## src/rtl/fma_sp_pkg.sv

```systemverilog
package fma_sp_pkg;
  localparam int EXP_W    = 8;
  localparam int FRAC_W   = 23;
  localparam int SIG_W    = FRAC_W + 1;
  localparam int WORD_W   = 1 + EXP_W + FRAC_W;
  localparam int PROD_W   = 2 * SIG_W;
  localparam int WIN_W    = 64;
  localparam int PROD_SHL = WIN_W - 2 - PROD_W;        // two spare top bits
  localparam int ADD_SHL  = PROD_SHL + FRAC_W;         // addend hidden bit meets product unit bit
  localparam int NORM_LZ  = WIN_W - 1 - (ADD_SHL + FRAC_W);
  localparam int BIAS     = (1 << (EXP_W - 1)) - 1;
  localparam int SE_W     = EXP_W + 3;
  localparam int LZ_W     = $clog2(WIN_W + 1);
  localparam int SH_W     = $clog2(WIN_W);
  localparam int RSH_W    = 2;

  localparam logic signed [SE_W-1:0] BIAS_S = SE_W'(BIAS);
  localparam logic signed [SE_W-1:0] EMIN_S = SE_W'(-BIAS);
  localparam logic signed [SE_W-1:0] NORM_S = SE_W'(NORM_LZ);
  localparam logic [WORD_W-1:0] QNAN = {1'b0, {EXP_W{1'b1}}, 1'b1, {(FRAC_W-1){1'b0}}};

  typedef struct packed {
    logic                    special;
    logic [WORD_W-1:0]       spec_res;
    logic                    sign_p;
    logic                    sign_c;
    logic signed [SE_W-1:0]  exp_p;
    logic signed [SE_W-1:0]  exp_c;
    logic [PROD_W-1:0]       prod;
    logic [SIG_W-1:0]        sig_c;
  } prep_t;

  typedef struct packed {
    logic                    special;
    logic [WORD_W-1:0]       spec_res;
    logic                    sign;
    logic signed [SE_W-1:0]  exp;
    logic [WIN_W-1:0]        mag;
    logic                    sticky;
    logic [LZ_W-1:0]         lz;
  } sum_t;

  function automatic logic signed [SE_W-1:0] unbias(input logic [EXP_W-1:0] e);
    return $signed({{(SE_W-EXP_W){1'b0}}, e}) - BIAS_S;
  endfunction
endpackage

```

## src/rtl/fma_lzc.sv

```systemverilog
module fma_lzc #(
  parameter  int W  = 64,
  localparam int CW = $clog2(W + 1)
) (
  input  logic [W-1:0]  vec_i,
  output logic [CW-1:0] cnt_o
);
  always_comb begin
    cnt_o = CW'(W);
    for (int i = 0; i < W; i++)
      if (vec_i[i]) cnt_o = CW'(W - 1 - i);
  end
endmodule

```

## src/rtl/fma_unpack.sv

```systemverilog
module fma_unpack
  import fma_sp_pkg::*;
(
  input  logic [WORD_W-1:0] a_i,
  input  logic [WORD_W-1:0] b_i,
  input  logic [WORD_W-1:0] c_i,
  output prep_t             prep_o
);
  localparam int NOPS = 3;

  logic [WORD_W-1:0] op     [NOPS];
  logic [EXP_W-1:0]  ex     [NOPS];
  logic [SIG_W-1:0]  sig    [NOPS];
  logic [NOPS-1:0]   is_zero, is_inf, is_nan, sgn;

  assign op[0] = a_i;
  assign op[1] = b_i;
  assign op[2] = c_i;

  for (genvar g = 0; g < NOPS; g++) begin : g_cls
    logic [FRAC_W-1:0] frac;
    assign ex[g]      = op[g][WORD_W-2 -: EXP_W];
    assign frac       = op[g][FRAC_W-1:0];
    assign sgn[g]     = op[g][WORD_W-1];
    assign is_zero[g] = (ex[g] == '0);            // subnormals read as zero
    assign is_inf[g]  = (&ex[g]) && (frac == '0);
    assign is_nan[g]  = (&ex[g]) && (frac != '0);
    assign sig[g]     = is_zero[g] ? '0 : {1'b1, frac};
  end

  logic sign_p;
  assign sign_p = sgn[0] ^ sgn[1];

  always_comb begin
    prep_o.special  = 1'b1;
    prep_o.spec_res = '0;
    if (|is_nan) begin
      prep_o.spec_res = QNAN;
    end else if (is_inf[0] || is_inf[1]) begin
      if (is_zero[0] || is_zero[1])          prep_o.spec_res = QNAN;
      else if (is_inf[2] && sgn[2] != sign_p) prep_o.spec_res = QNAN;
      else prep_o.spec_res = {sign_p, {EXP_W{1'b1}}, {FRAC_W{1'b0}}};
    end else if (is_inf[2]) begin
      prep_o.spec_res = c_i;
    end else if (is_zero[0] || is_zero[1]) begin
      prep_o.spec_res = is_zero[2] ? {sign_p, {(WORD_W-1){1'b0}}} : c_i;
    end else begin
      prep_o.special = 1'b0;
    end
  end

  always_comb begin
    prep_o.sign_p = sign_p;
    prep_o.sign_c = sgn[2];
    prep_o.prod   = sig[0] * sig[1];
    prep_o.exp_p  = unbias(ex[0]) + unbias(ex[1]);
    // zero addend: pin its exponent to the product so the product is never shifted
    prep_o.exp_c  = is_zero[2] ? prep_o.exp_p : unbias(ex[2]);
    prep_o.sig_c  = sig[2];
  end
endmodule

```

## src/rtl/fma_align_add.sv

```systemverilog
module fma_align_add
  import fma_sp_pkg::*;
(
  input  prep_t p_i,
  output sum_t  s_o
);
  logic [WIN_W-1:0]       win_p, win_c, src, shifted, lost_mask;
  logic [WIN_W-1:0]       al_p, al_c, raw;
  logic signed [SE_W-1:0] diff;
  logic [SE_W-1:0]        shamt;
  logic                   p_big, far, sticky, eff_sub, borrow, neg;

  assign win_p = {{(WIN_W-PROD_W){1'b0}}, p_i.prod} << PROD_SHL;
  assign win_c = {{(WIN_W-SIG_W){1'b0}}, p_i.sig_c} << ADD_SHL;

  assign diff  = p_i.exp_p - p_i.exp_c;
  assign p_big = (diff > 0);
  assign shamt = p_big ? diff : -diff;
  assign far   = (shamt >= SE_W'(WIN_W));

  assign src       = p_big ? win_c : win_p;
  assign shifted   = far ? '0 : (src >> shamt[SH_W-1:0]);
  assign lost_mask = far ? '1 : ~({WIN_W{1'b1}} << shamt[SH_W-1:0]);
  assign sticky    = |(src & lost_mask);

  assign al_p = p_big ? win_p : shifted;
  assign al_c = p_big ? shifted : win_c;

  assign eff_sub = p_i.sign_p ^ p_i.sign_c;
  assign borrow  = eff_sub & sticky & p_big;
  assign raw     = eff_sub ? (al_p - al_c - WIN_W'(borrow)) : (al_p + al_c);
  assign neg     = raw[WIN_W-1];

  assign s_o.special  = p_i.special;
  assign s_o.spec_res = p_i.spec_res;
  assign s_o.sign     = p_i.sign_p ^ neg;
  assign s_o.exp      = p_big ? p_i.exp_p : p_i.exp_c;
  assign s_o.mag      = neg ? (~raw + WIN_W'(1)) : raw;
  assign s_o.sticky   = sticky;

  fma_lzc #(.W(WIN_W)) u_lzc (
    .vec_i (s_o.mag),
    .cnt_o (s_o.lz)
  );
endmodule

```

## src/rtl/fma_round_pack.sv

```systemverilog
module fma_round_pack
  import fma_sp_pkg::*;
(
  input  sum_t              s_i,
  output logic [WORD_W-1:0] res_o
);
  logic signed [SE_W-1:0] lz_s, adj, exp_n, exp_r, biased;
  logic [WIN_W-1:0]       norm, low_mask, trunc, half, kept;
  logic [LZ_W-1:0]        pos, lsh;
  logic [RSH_W-1:0]       rsh;
  logic [SIG_W:0]         mant, mant_f;
  logic                   last, rup, carry;
  logic                   unused_ok;

  always_comb begin
    lz_s  = $signed({{(SE_W-LZ_W){1'b0}}, s_i.lz});
    adj   = NORM_S - lz_s;
    exp_n = s_i.exp + adj;
    lsh   = s_i.lz - LZ_W'(NORM_LZ);
    if (adj < 0) begin
      norm = s_i.mag << lsh;
      rsh  = '0;
    end else begin
      norm = s_i.mag;
      rsh  = adj[RSH_W-1:0];
    end
    pos      = LZ_W'(ADD_SHL) + LZ_W'(rsh);
    low_mask = ~({WIN_W{1'b1}} << pos);
    trunc    = (norm & low_mask) | WIN_W'(s_i.sticky);
    half     = WIN_W'(1) << (pos - LZ_W'(1));
    kept     = norm >> pos;
    last     = kept[0];
    rup      = (trunc > half) || ((trunc == half) && last);
    mant     = kept[SIG_W:0] + (SIG_W+1)'(rup);
    carry    = mant[SIG_W];
    mant_f   = carry ? (mant >> 1) : mant;
    exp_r    = exp_n + (carry ? SE_W'(1) : SE_W'(0));
    biased   = exp_r + BIAS_S;

    if (s_i.special)          res_o = s_i.spec_res;
    else if (mant_f == '0)    res_o = '0;
    else if (exp_r > BIAS_S)  res_o = {s_i.sign, {EXP_W{1'b1}}, {FRAC_W{1'b0}}};
    else if (exp_r <= EMIN_S) res_o = {s_i.sign, {(WORD_W-1){1'b0}}};
    else                      res_o = {s_i.sign, biased[EXP_W-1:0], mant_f[FRAC_W-1:0]};
  end

  assign unused_ok = ^{kept[WIN_W-1:SIG_W+1], biased[SE_W-1:EXP_W], adj[SE_W-1:RSH_W], mant_f[SIG_W:FRAC_W]};
endmodule

```

## src/rtl/fma_sp_core.sv

```systemverilog
module fma_sp_core
  import fma_sp_pkg::*;
(
  input  logic              clk_i,
  input  logic              rst_ni,
  input  logic              in_valid_i,
  input  logic [WORD_W-1:0] a_i,
  input  logic [WORD_W-1:0] b_i,
  input  logic [WORD_W-1:0] c_i,
  output logic              out_valid_o,
  output logic [WORD_W-1:0] out_res_o
);
  prep_t             prep_d, prep_q;
  sum_t              sum_d, sum_q;
  logic [WORD_W-1:0] res_d;
  logic              v1_q, v2_q;

  fma_unpack u_unpack (
    .a_i    (a_i),
    .b_i    (b_i),
    .c_i    (c_i),
    .prep_o (prep_d)
  );

  fma_align_add u_align_add (
    .p_i (prep_q),
    .s_o (sum_d)
  );

  fma_round_pack u_round_pack (
    .s_i   (sum_q),
    .res_o (res_d)
  );

  always_ff @(posedge clk_i or negedge rst_ni) begin
    if (!rst_ni) begin
      v1_q        <= 1'b0;
      v2_q        <= 1'b0;
      out_valid_o <= 1'b0;
      prep_q      <= '0;
      sum_q       <= '0;
      out_res_o   <= '0;
    end else begin
      v1_q        <= in_valid_i;
      v2_q        <= v1_q;
      out_valid_o <= v2_q;
      if (in_valid_i) prep_q    <= prep_d;
      if (v1_q)       sum_q     <= sum_d;
      if (v2_q)       out_res_o <= res_d;
    end
  end
endmodule

```

## config.mk

```make
export PLATFORM = sky130hd
export DESIGN_NAME = fma_sp_core
export DESIGN_NICKNAME = d
export VERILOG_FILES = /design/src/rtl/fma_sp_pkg.sv /design/src/rtl/fma_lzc.sv /design/src/rtl/fma_unpack.sv /design/src/rtl/fma_align_add.sv /design/src/rtl/fma_round_pack.sv /design/src/rtl/fma_sp_core.sv
export SDC_FILE = /design/constraint.sdc
export NUM_CORES = 2
export LEC_CHECK = 0
export BUFFER_PORTS_ARGS = -buffer_cell sky130_fd_sc_hd__buf_4
export CORE_MARGIN = 1.5
export CORE_UTILIZATION = 40
export DETAILED_ROUTE_END_ITERATION = 12
export PLACE_DENSITY = 0.67
export SYNTH_ARGS = -nofsm -noshare
export SYNTH_HDL_FRONTEND = slang
export SYNTH_SLANG_ARGS = --single-unit
export TNS_END_PERCENT = 1
```

## constraint.sdc

```tcl
create_clock -name clk_i -period 16.6 [get_ports clk_i]
set_clock_uncertainty 0.05 [all_clocks]
set_input_delay 2.49 -clock clk_i [delete_from_list [all_inputs] [get_ports clk_i]]
set_output_delay 2.49 -clock clk_i [all_outputs]
set_load 0.005 [all_outputs]
```

==> results.py <==
metrics = {
    "clock_tree": {
        "post_cts_resized": 0,
        "postCtsSetupBuffers": 0,
        "clock-root-buffer": "clkbuf_16",
        "cts_hold_buf": 0,
        "ctsHtreeMaxLevel": 2,
        "cts_buffers": 34,
        "cts.clk_slew.worst_paths_ns": 0.06,
        "cts_tree": "yes",
        "insertion_delay_ns": 0.57,
        "clock_path_buffers": 3,
        "clkSinkCount": 281,
    },
    "grt": {
        "grt.busiest_layer": "met2",
        "grt_pass1_wl_um": 311000,
        "grt_antenna_before_repair": 5,
        "grt_pass1_vias": 52300,
        "met1_usage_pct": 36.0,
        "grt_max_degree": 94,
        "met3_usage_pct": 3.74,
        "grt-ovfl-total": 0,
        "use_met2_pct": 46.1,
        "grtUsageTotal_pct": 28.0,
    },
    "synthesis": {
        "ys.warnings.count": 0,
        "synthCells": 7111,
        "syn_area_mm2": 0.0558,
        "avgSynthCellArea_um2": 7.85,
        "ys_seq_area_share_pct": 12.6,
        "synth-edff-count": 0,
        "synth-seq-cells": 281,
        "synth_async_sr_flop_share_pct": 100,
        "ys_dominant_reg_cell": "dfrtp_1",
        "synth_cell_types": 113,
    },
    "hold_path": {
        "worstHoldStart": "prep_q[105]$_DFFE_PN0P_",
        "min_path_type": "reg -> reg",
    },
    "layout": {
        "drive_gt1_share_pct": 8.50,
        "final_nets": 7948,
        "areaGrowthSynthToFinish_pct": 6.56,
        "final_cell_mix": "nand2_1, inv_1, fa_1, nor2_1, a21oi_1",
        "final_common_cell": "nand2_1",
        "fill_cells": 14000,
    },
    "sta": {
        "hold_viol_final": 0,
        "max_slew_margin_pct": 19.8,
        "tightest_slew_ns": 1.19,
        "tns_ns": 0,
        "finalSetupViolations": 0,
        "fin_crit_ns": 14.25,
        "max_freq_mhz": 70.2,
        "fin_crit_sh_pct": 85.9,
        "final_max_slew_viol_count": 0,
        "rsz0062_at_grt": "false",
    },
    "placement": {
        "gp_congestion": 1.01,
        "dp.final_hpwl_um": 160000,
        "io_buffer_count": 131,
    },
    "floorplan": {
        "dieHeight_um": 377,
        "core-area_mm2": 0.138,
        "die_w_um": 377,
        "num_rows": 136,
        "io_pins": 132,
        "die-area_mm2": 0.142,
        "start_util_pct": 40.5,
    },
    "drt": {
        "wire_per_inst_um": 23.0,
        "first_pass_iters": 6,
        "drt_iter0_markers": 4878,
        "vias": 53300,
        "ant_nets": 0,
        "drc": 0,
        "viasPerCell": 6.04,
        "finalWirelength_um": 203000,
    },
    "worst_setup_path": {
        "r2r-start": "prep_q[83]$_DFFE_PN0P_",
        "setup.worst_path.start": "prep_q[83]$_DFFE_PN0P_",
        "crit_path_end_kind": "register",
        "crit_type": "reg -> reg",
        "crit_fanout": 38,
        "required_ns": 17.02,
        "crit_slowest_cell": "o21ai_4",
        "critPathArrivalTime_ns": 14.68,
        "reg2reg_slack_ns": 2.35,
        "max_stage_delay_ns": 1.00,
        "cp-start-kind": "register",
        "cpMostUsedCell": "nand2_1",
    },
    "status": {
        "outcome": "finished clean",
    },
    "job": {
        "cap_violations": 0,
    },
}
==> metal layers <==
| layer | wire (um) | up-vias |
|---|---|---|
| met5 | 43 | - |
| met4 | 11800 | 6 |
| met3 | 15200 | 610 |
| met2 | 93700 | 2452 |
| met1 | 82600 | 26100 |
| li1 | - | 24100 |
==> synth_stat cells (182+ instances only) <==
master	n	share of area [%]
nor2_1	447	3.0
and3_1	226	2.5
inv_1	778	5.2
xnor2_1	182	2.9
clkbuf_1	375	2.5
ha_1	422	9.5
fa_1	487	17
o21ai_0	368	3.3
a21oi_1	429	3.8
nand2_1	965	6.5
dfrtp_1	281	13
nand3_1	204	1.8
==> cell type report <==
| cell class | instances | area (um^2) | area share (%) |
|---|---|---|---|
| Antenna cell | 1 | 2.50 | 0.00421 |
| Clock buffer | 52 | 1010 | 1.70 |
| Timing Repair Buffer | 214 | 1620 | 2.72 |
| Clock inverter | 9 | 128 | 0.214 |
| Sequential cell | 281 | 7040 | 11.8 |
| Inverter | 780 | 2930 | 4.92 |
| Tap cell | 1863 | 2330 | 3.92 |
| Multi-Input combinational cell | 5629 | 44500 | 74.7 |
==> worst max-delay path: cells and delay by family, from the launching register on <==
| kind | cells | cell delay [ns] |
|---|---|---|
| flops | 1 | 0.37 |
| buf+inv | 6 | 1.27 |
| simple gates | 20 | 5.34 |
| compound gates | 10 | 3.84 |
| xor+xnor | 2 | 0.26 |
| mux | 4 | 1.12 |
| fa+ha+maj | 5 | 1.88 |
==> metrics by stage <==
stage	std cells	setup slack, ns	area, um^2	hold slack, ns	util [%]
after floorplan	7129	4.98	55900	0.302	-
after global placement	8767	3.09	58400	0.424	42.3
after detailed placement	8767	2.76	58400	0.441	42.3
after CTS	8828	2.66	59500	0.455	43.1
after global routing	8828	1.09	59500	0.466	43.1
final	8829	2.35	59500	0.455	43.1
==> final timing paths <==
kind | endpoint | cells past startpoint
min in group asynchronous | sum_q[11]$_DFFE_PN0P_ | 1
worst min-delay path | sum_q[93]$_DFFE_PN0P_ | 1
worst max-delay path | sum_q[5]$_DFFE_PN0P_ | 47
max in group asynchronous | v1_q$_DFF_PN0_ | 3
worst max register to register | sum_q[5]$_DFFE_PN0P_ | 47
worst min register to register | sum_q[93]$_DFFE_PN0P_ | 1
==> registers in the layout, summed over array words and instances, names as in the netlist <==
| register | count |
|---|---|
| out_res_o | 32 |
| prep_q | 129 |
| v2_q | 1 |
| sum_q | 117 |
| v1_q | 1 |
| out_valid_o | 1 |
==> cell families after synthesis <==
group	count (synthesis)	share of synthesized area [%]
compound gates	1581	18.3
flops	281	12.6
xor+xnor	282	4.42
mux	391	8.87
simple gates	2446	20.7
buf+inv	1219	8.24
other cells	2	0.0134
fa+ha+maj	909	26.9
Power is not shown: default switching activity piles up to over one toggle a cycle in this logic, so the estimate is an artifact.
